===== src/rtl/sdram_guard_pkg.sv =====
package sdram_guard_pkg;

  typedef enum logic [2:0] {
    CMD_NOP = 3'd0,
    CMD_ACT = 3'd1,
    CMD_RD  = 3'd2,
    CMD_WR  = 3'd3,
    CMD_MRS = 3'd4,
    CMD_SRX = 3'd5,
    CMD_PRE = 3'd6,
    CMD_RSV = 3'd7
  } guard_cmd_e;

  localparam logic [2:0] CFG_XSR = 3'd0;
  localparam logic [2:0] CFG_RRD = 3'd1;
  localparam logic [2:0] CFG_MRD = 3'd2;
  localparam logic [2:0] CFG_GEO = 3'd3;
  localparam logic [2:0] CFG_RAS = 3'd4;
  localparam logic [2:0] CFG_CAS = 3'd5;

  localparam logic [4:0] GEO_2B_R11_C8 = 5'b00001;
  localparam logic [4:0] GEO_4B_R12_C8 = 5'b00101;
  localparam logic [4:0] GEO_4B_R12_C9 = 5'b01001;

endpackage


===== src/rtl/sdram_guard_regs.sv =====
module sdram_guard_regs #(
  parameter int XSR_W   = 5,
  parameter int DLY_W   = 4,
  parameter int LAT_W   = 2,
  parameter int GEO_W   = 5,
  parameter int CFG_AW  = 3,
  parameter int CFG_DW  = 5,
  parameter logic [XSR_W-1:0] XSR_RST = 9,
  parameter logic [DLY_W-1:0] RRD_RST = 1,
  parameter logic [DLY_W-1:0] MRD_RST = 0,
  parameter logic [LAT_W-1:0] LAT_RST = 3,
  parameter logic [GEO_W-1:0] GEO_RST = 5'b00101
) (
  input  logic              clk,
  input  logic              rst,
  input  logic              cfg_wr,
  input  logic [CFG_AW-1:0] cfg_addr,
  input  logic [CFG_DW-1:0] cfg_data,
  output logic [XSR_W-1:0]  xsr_load,
  output logic [DLY_W-1:0]  rrd_load,
  output logic [DLY_W-1:0]  mrd_load,
  output logic [LAT_W-1:0]  ras_load,
  output logic [LAT_W-1:0]  cas_load,
  output logic [GEO_W-1:0]  geo_code
);
  import sdram_guard_pkg::*;

  logic [XSR_W-1:0] xsr_q;
  logic [DLY_W-1:0] rrd_q, mrd_q;
  logic [LAT_W-1:0] ras_q, cas_q;
  logic [GEO_W-1:0] geo_q;

  always_ff @(posedge clk) begin
    if (rst) begin
      xsr_q <= XSR_RST;
      rrd_q <= RRD_RST;
      mrd_q <= MRD_RST;
      ras_q <= LAT_RST;
      cas_q <= LAT_RST;
      geo_q <= GEO_RST;
    end else if (cfg_wr) begin
      case (cfg_addr)
        CFG_XSR: xsr_q <= cfg_data[XSR_W-1:0];
        CFG_RRD: rrd_q <= cfg_data[DLY_W-1:0];
        CFG_MRD: mrd_q <= cfg_data[DLY_W-1:0];
        CFG_GEO: geo_q <= cfg_data[GEO_W-1:0];
        CFG_RAS: ras_q <= cfg_data[LAT_W-1:0];
        CFG_CAS: cas_q <= cfg_data[LAT_W-1:0];
        default: ;
      endcase
    end
  end

  // A code of n means n+1 clocks, so the countdown preload is the code itself.
  // Latency codes mean L clocks (00 reserved -> max), so the preload is L-1.
  function automatic logic [LAT_W-1:0] lat_preload(input logic [LAT_W-1:0] code);
    return (code == '0) ? ({LAT_W{1'b1}} - 1'b1) : (code - 1'b1);
  endfunction

  assign xsr_load = xsr_q;
  assign rrd_load = rrd_q;
  assign mrd_load = mrd_q;
  assign ras_load = lat_preload(ras_q);
  assign cas_load = lat_preload(cas_q);
  assign geo_code = geo_q;

  assert_lat_preload_R5: assert property (@(posedge clk) disable iff (rst)
    (ras_load != {LAT_W{1'b1}}) && (cas_load != {LAT_W{1'b1}}));

endmodule


===== src/rtl/sdram_guard_ctr.sv =====
module sdram_guard_ctr #(
  parameter int W = 4
) (
  input  logic         clk,
  input  logic         rst,
  input  logic         load,
  input  logic [W-1:0] load_val,
  output logic         busy
);
  logic [W-1:0] cnt;

  always_ff @(posedge clk) begin
    if (rst)              cnt <= '0;
    else if (load)        cnt <= load_val;
    else if (cnt != '0)   cnt <= cnt - 1'b1;
  end

  assign busy = (cnt != '0);

  assert_ctr_load_R2: assert property (@(posedge clk) disable iff (rst)
    load |=> (cnt == $past(load_val)));

  assert_ctr_countdown_R2: assert property (@(posedge clk) disable iff (rst)
    (!load && cnt != '0) |=> (cnt == $past(cnt) - 1'b1));

endmodule


===== src/rtl/sdram_guard_split.sv =====
module sdram_guard_split #(
  parameter int ROW_W = 12,
  parameter int BANK_W = 2,
  parameter int COL_W = 9,
  parameter int GEO_W = 5,
  localparam int ADDR_W = ROW_W + BANK_W + COL_W
) (
  input  logic [ADDR_W-1:0] addr,
  input  logic [GEO_W-1:0]  geo,
  output logic [ROW_W-1:0]  row,
  output logic [BANK_W-1:0] bank,
  output logic [COL_W-1:0]  col
);
  import sdram_guard_pkg::*;

  logic [4:0] cb, bb, rb;
  logic [ADDR_W-1:0] col_f, bank_f, row_f;

  always_comb begin
    case (geo)
      GEO_2B_R11_C8: begin cb = 5'd8; bb = 5'd1; rb = 5'd11; end
      GEO_4B_R12_C9: begin cb = 5'd9; bb = 5'd2; rb = 5'd12; end
      default:       begin cb = 5'd8; bb = 5'd2; rb = 5'd12; end
    endcase
    col_f  = addr & ~({ADDR_W{1'b1}} << cb);
    bank_f = (addr >> cb) & ~({ADDR_W{1'b1}} << bb);
    row_f  = (addr >> (cb + bb)) & ~({ADDR_W{1'b1}} << rb);
  end

  assign col  = col_f[COL_W-1:0];
  assign bank = bank_f[BANK_W-1:0];
  assign row  = row_f[ROW_W-1:0];

endmodule


===== src/rtl/sdram_cmd_guard.sv =====
module sdram_cmd_guard #(
  parameter int ROW_W  = 12,
  parameter int BANK_W = 2,
  parameter int COL_W  = 9,
  parameter int XSR_W  = 5,
  parameter int DLY_W  = 4,
  parameter int LAT_W  = 2,
  parameter int GEO_W  = 5,
  parameter int CFG_AW = 3,
  localparam int ADDR_W = ROW_W + BANK_W + COL_W,
  localparam int CFG_DW = (XSR_W > GEO_W) ? XSR_W : GEO_W
) (
  input  logic              clk,
  input  logic              rst,
  input  logic              cfg_wr,
  input  logic [CFG_AW-1:0] cfg_addr,
  input  logic [CFG_DW-1:0] cfg_data,
  input  logic              req_valid,
  input  logic [2:0]        req_cmd,
  input  logic [ADDR_W-1:0] req_addr,
  output logic              stall,
  output logic              cmd_valid,
  output logic [2:0]        cmd_code,
  output logic [ROW_W-1:0]  cmd_row,
  output logic [BANK_W-1:0] cmd_bank,
  output logic [COL_W-1:0]  cmd_col
);
  import sdram_guard_pkg::*;

  logic [XSR_W-1:0]  xsr_load;
  logic [DLY_W-1:0]  rrd_load, mrd_load;
  logic [LAT_W-1:0]  ras_load, cas_load;
  logic [GEO_W-1:0]  geo_code;
  logic [ROW_W-1:0]  s_row;
  logic [BANK_W-1:0] s_bank;
  logic [COL_W-1:0]  s_col;
  logic [BANK_W-1:0] last_bank;
  logic busy_xsr, busy_rrd, busy_mrd, busy_ras, busy_cas;
  logic blocked, accept;
  logic is_act, is_rd, is_wr, is_mrs, is_srx;

  sdram_guard_regs #(
    .XSR_W(XSR_W), .DLY_W(DLY_W), .LAT_W(LAT_W), .GEO_W(GEO_W),
    .CFG_AW(CFG_AW), .CFG_DW(CFG_DW)
  ) regs_i (
    .clk(clk), .rst(rst), .cfg_wr(cfg_wr), .cfg_addr(cfg_addr), .cfg_data(cfg_data),
    .xsr_load(xsr_load), .rrd_load(rrd_load), .mrd_load(mrd_load),
    .ras_load(ras_load), .cas_load(cas_load), .geo_code(geo_code)
  );

  sdram_guard_split #(
    .ROW_W(ROW_W), .BANK_W(BANK_W), .COL_W(COL_W), .GEO_W(GEO_W)
  ) split_i (
    .addr(req_addr), .geo(geo_code), .row(s_row), .bank(s_bank), .col(s_col)
  );

  assign is_act = (req_cmd == CMD_ACT);
  assign is_rd  = (req_cmd == CMD_RD);
  assign is_wr  = (req_cmd == CMD_WR);
  assign is_mrs = (req_cmd == CMD_MRS);
  assign is_srx = (req_cmd == CMD_SRX);

  sdram_guard_ctr #(.W(XSR_W)) xsr_ctr_i (.clk(clk), .rst(rst),
    .load(accept && is_srx), .load_val(xsr_load), .busy(busy_xsr));
  sdram_guard_ctr #(.W(DLY_W)) rrd_ctr_i (.clk(clk), .rst(rst),
    .load(accept && is_act), .load_val(rrd_load), .busy(busy_rrd));
  sdram_guard_ctr #(.W(DLY_W)) mrd_ctr_i (.clk(clk), .rst(rst),
    .load(accept && is_mrs), .load_val(mrd_load), .busy(busy_mrd));
  sdram_guard_ctr #(.W(LAT_W)) ras_ctr_i (.clk(clk), .rst(rst),
    .load(accept && is_act), .load_val(ras_load), .busy(busy_ras));
  sdram_guard_ctr #(.W(LAT_W)) cas_ctr_i (.clk(clk), .rst(rst),
    .load(accept && is_rd), .load_val(cas_load), .busy(busy_cas));

  always_comb begin
    blocked = 1'b0;
    if (is_act) blocked = busy_xsr || busy_mrd || (busy_rrd && (s_bank != last_bank));
    if (is_rd)  blocked = busy_ras;
    if (is_wr)  blocked = busy_ras || busy_cas;
  end

  assign stall  = req_valid && blocked;
  assign accept = req_valid && !blocked;

  always_ff @(posedge clk) begin
    if (rst) begin
      cmd_valid <= 1'b0;
      cmd_code  <= CMD_NOP;
      cmd_row   <= '0;
      cmd_bank  <= '0;
      cmd_col   <= '0;
      last_bank <= '0;
    end else begin
      cmd_valid <= accept;
      if (accept) begin
        cmd_code <= req_cmd;
        cmd_row  <= s_row;
        cmd_bank <= s_bank;
        cmd_col  <= s_col;
      end
      if (accept && is_act) last_bank <= s_bank;
    end
  end

  assert_stall_holds_R7: assert property (@(posedge clk) disable iff (rst)
    stall |=> !cmd_valid);

  assert_accept_issues_R7: assert property (@(posedge clk) disable iff (rst)
    (req_valid && !stall) |=> (cmd_valid && cmd_code == $past(req_cmd)));

  assert_idle_no_stall_R7: assert property (@(posedge clk) disable iff (rst)
    !req_valid |-> !stall);

  assert_srx_guard_R2: assert property (@(posedge clk) disable iff (rst)
    (cmd_valid && cmd_code == CMD_SRX && xsr_load != '0) |->
      !(req_valid && is_act && !stall));

endmodule


===== config.mk =====
export PLATFORM = sky130hd
export DESIGN_NAME = sdram_cmd_guard
export DESIGN_NICKNAME = d
export VERILOG_FILES = /design/src/rtl/sdram_guard_pkg.sv /design/src/rtl/sdram_guard_regs.sv /design/src/rtl/sdram_guard_ctr.sv /design/src/rtl/sdram_guard_split.sv /design/src/rtl/sdram_cmd_guard.sv
export SDC_FILE = /design/constraint.sdc
export NUM_CORES = 1
export LEC_CHECK = 0
export CORE_MARGIN = 2
export CORE_UTILIZATION = 40
export CTS_BUF_LIST = sky130_fd_sc_hd__clkbuf_8 sky130_fd_sc_hd__clkbuf_16
export DETAILED_ROUTE_END_ITERATION = 6
export PLACE_DENSITY_LB_ADDON = 0.12
export SLEW_MARGIN = 15
export SYNTH_ARGS = -nofsm -noshare
export SYNTH_HDL_FRONTEND = slang
export SYNTH_SLANG_ARGS = --single-unit

===== constraint.sdc =====
create_clock -name clk -period 3.6 [get_ports clk]
set_input_delay 0.36 -clock clk [delete_from_list [all_inputs] [get_ports clk]]
set_output_delay 0.36 -clock clk [all_outputs]
set_load 0.01 [all_outputs]

==> flow_metrics.py <==
metrics = {
    "critical_path": {
        "path_buf_inv": 2,
        "r2r_start": "xsr_ctr_i.cnt[0]",
        "cp_slowest_cell": "nor4b_2",
        "endpoint": "stall",
        "crit_start": "xsr_ctr_i.cnt[0]",
        "crit_cells": 8,
        "critical_path_required_ns": 3.24,
        "rr_endpoint": "cmd_col[2]",
        "crit_chain": "inv_1, ha_1, nor4b_2, a31oi_1, or2_2, o21ai_0, a211oi_1, clkdlybuf4s50_1",
        "rrSetupSlack_ns": 0.60,
        "critPathKind": "register to output pin",
        "slowest_delay_ns": 0.56,
        "crit_fanout": 5,
        "start_kind": "register",
        "arrival_ns": 2.92,
        "endpoint_kind": "output pin",
        "worstRegToRegCells": 8,
        "critPathTopFamily": "simple AND/OR/NAND/NOR gates",
    },
    "drt": {
        "via_per_inst": 5.168,
        "highest_layer": "met4",
        "drt_wl_total_um": 9172,
        "firstDrtPassIters": 6,
        "met1Wirelength_um": 4402,
        "wl_met2_um": 4223,
        "ant_nets": 0,
        "drt_iter0_drc": 103,
        "route.detailed.drc": 0,
        "wl_met3_um": 361,
        "avgRoutedWirePerCell_um": 14.70,
        "num_vias": 3225,
    },
    "synth": {
        "syn_area_per_cell_um2": 9.073,
        "syn_inst": 426,
        "ys_seq_area_share_pct": 35.22,
        "yosys_register_bits": 68,
        "ys_top_cells_by_count": "dfxtp_1 (68), mux2i_1 (68), nand2_1 (52)",
        "synthTopCellsByArea": "dfxtp_1 (35%), mux2i_1 (18%), nand2_1 (5.1%)",
        "synth.top_cell.area_share_pct": 35.22,
        "ys.flop_type": "dfxtp_1",
        "synth_cell_types": 55,
        "syn_area_mm2": 0.003865,
        "synth_edf_count": 0,
        "synth_top_cell_by_area": "dfxtp_1",
        "async_reset_ff_share_pct": 0,
        "syn_nets": 476,
        "yosysWarnings": 0,
    },
    "clock_network": {
        "clk_path_buf_depth": 2,
        "clk_pin_slew_ns": 0.08,
        "clock-sinks": 68,
        "postCtsSetupBuffers": 0,
        "cts_hold_buf": 0,
        "numCtsBuffers": 9,
        "clk_latency_ns": 0.35,
        "cts_tree": "done",
        "postCtsResizedCells": 0,
        "h-tree-depth": 3,
        "root_buffer": "clkbuf_8",
    },
    "global_routing": {
        "antenna_found_initial": 0,
        "gr-usage-all-layers_pct": 18.42,
        "grt_pass1_wl_um": 14970,
        "overflow": 0,
        "grt_pass1_vias": 3145,
        "grt_max_degree": 52,
    },
    "hold_path": {
        "hp-start": "cmd_col[4]",
        "hold_path_class": "register to register",
    },
    "sta": {
        "rsz0062_at_grt": "false",
        "slew_violations": 0,
        "whs_ns": 0.4615,
        "tns_ns": 0,
        "slew_headroom_pct": 24.23,
        "tightest_slew_ns": 1.129,
        "fin_crit_ns": 3.278,
        "worst_clock_skew_ns": 0.01074,
        "fmax_ghz": 0.3051,
        "final.period_utilization_pct": 91.06,
        "setup_viol_count_final": 0,
        "hold_violations": 0,
    },
    "power": {
        "p_per_area_mw_per_mm2": 532.3,
        "vdd_drop_max_mv": 0.2359,
        "leakage_nw": 2.001,
    },
    "finish": {
        "area_growth_pct": 25.15,
        "diodes": 0,
        "fin_nets": 540,
        "drive_gt1_share_pct": 10.71,
    },
    "placed_design": {
        "gp_congestion": 0.8180,
        "dpl.hpwl_um": 6704,
        "portBuffers": 65,
    },
    "flow_run": {
        "maxCapViolations": 0,
    },
    "floorplan": {
        "coreArea_mm2": 0.009328,
        "initial_core_util_pct": 41.44,
        "std_cell_rows": 35,
        "dieWidth_um": 102.3,
        "die_h_um": 102.3,
        "die_area_mm2": 0.01046,
        "io_pins": 66,
    },
    "run_status": {
        "status": "complete, no violations",
    },
}
-- per-layer routing --
layer / up-vias / GRT usage [%]
met5: - / 0
met4: 0 / 8.410
met3: 14 / 2.941
met2: 72 / 30.21
met1: 1515 / 23.86
li1: 1624 / -
-- where the power goes --
group / internal, mW / leakage [nW] / switching [mW] / total (mW)
sequential: 0.881 / 0.558 / 0.0873 / 0.969
clock: 0.311 / 0.101 / 0.293 / 0.604
combinational: 0.499 / 1.34 / 0.503 / 1.00
total: 1.69 / 2.00 / 0.883 / 2.57
-- worst min-delay path, cell delays in order, from the launching register on --
cell	delay, ns
dfxtp_1	0.31
nand2_1	0.05
mux2i_1	0.06
-- placed cells by master, fill, tap and decap left out, types with 3 or more instances in the layout --
cell / n
clkinv_2: 3
nor3b_1: 4
clkbuf_8: 9
a211oi_1: 18
mux2_2: 12
nand2_1: 52
mux4_2: 3
nand3_1: 10
or2_2: 3
buf_4: 10
o21ai_0: 4
xnor2_1: 5
clkdlybuf4s50_1: 65
nor3_1: 8
mux2i_1: 68
xor2_1: 4
nand2b_1: 3
inv_1: 17
ha_1: 12
o211ai_1: 6
nor2_1: 47
dfxtp_1: 68
nor2b_1: 13
a21oi_1: 10
-- cell families (layout without fill, tap and decap cells) --
| family | Yosys count | after routing | synth area share (%) |
|---|---|---|---|
| AOI/OAI and AO/OA | 55 | 55 | 11.33 |
| xor gates and xnor gates | 9 | 9 | 2.039 |
| adders and majority gates | 12 | 12 | 3.885 |
| buffers and inverters | 38 | 107 | 4.208 |
| DFF | 68 | 68 | 35.22 |
| muxes | 83 | 83 | 22.86 |
| and+or+nand+nor | 161 | 161 | 20.46 |
-- registers in the layout, summed over array words and instances, names as in the netlist, 3 cells and up --
register	flops
xsr_ctr_i.cnt	5
cmd_row	12
regs_i.rrd_load	4
mrd_ctr_i.cnt	4
regs_i.geo_code	5
regs_i.mrd_load	4
regs_i.xsr_load	5
cmd_col	9
rrd_ctr_i.cnt	4
cmd_code	3
-- area by class of cell --
cell class	count	area (um2)
Fill cell	922	4491
Multi-Input combinational cell	320	2345
Sequential cell	68	1361
Timing Repair Buffer	75	725.7
Tap cell	129	161.4
Clock buffer	9	123.9
Clock inverter	7	60.06
Inverter	16	60.06
-- worst min path at each step --
stage | end | cells past startpoint
after floorplan | regs_i.rrd_load[0] | 2
after global placement | cmd_col[6] | 2
after detailed placement | cmd_col[7] | 2
after CTS | cmd_col[7] | 2
after global routing | cmd_row[8] | 2
final | cmd_col[4] | 2
-- stage by stage --
| step | setup slack [ns] | util (%) | area, um2 | power [mW] | cells |
|---|---|---|---|---|---|
| after floorplan | 0.9250 | - | 3865 | 1.696 | 426 |
| after detailed placement | 0.4238 | 49.89 | 4653 | 1.985 | 608 |
| after global placement | 0.5197 | 49.89 | 4653 | 1.973 | 608 |
| after global routing | 0.1804 | 51.86 | 4837 | 2.780 | 624 |
| final | 0.3219 | 51.86 | 4837 | 2.575 | 624 |
| after CTS | 0.3141 | 51.86 | 4837 | 2.600 | 624 |
No activity file was read; power rests on OpenSTA's default activity.
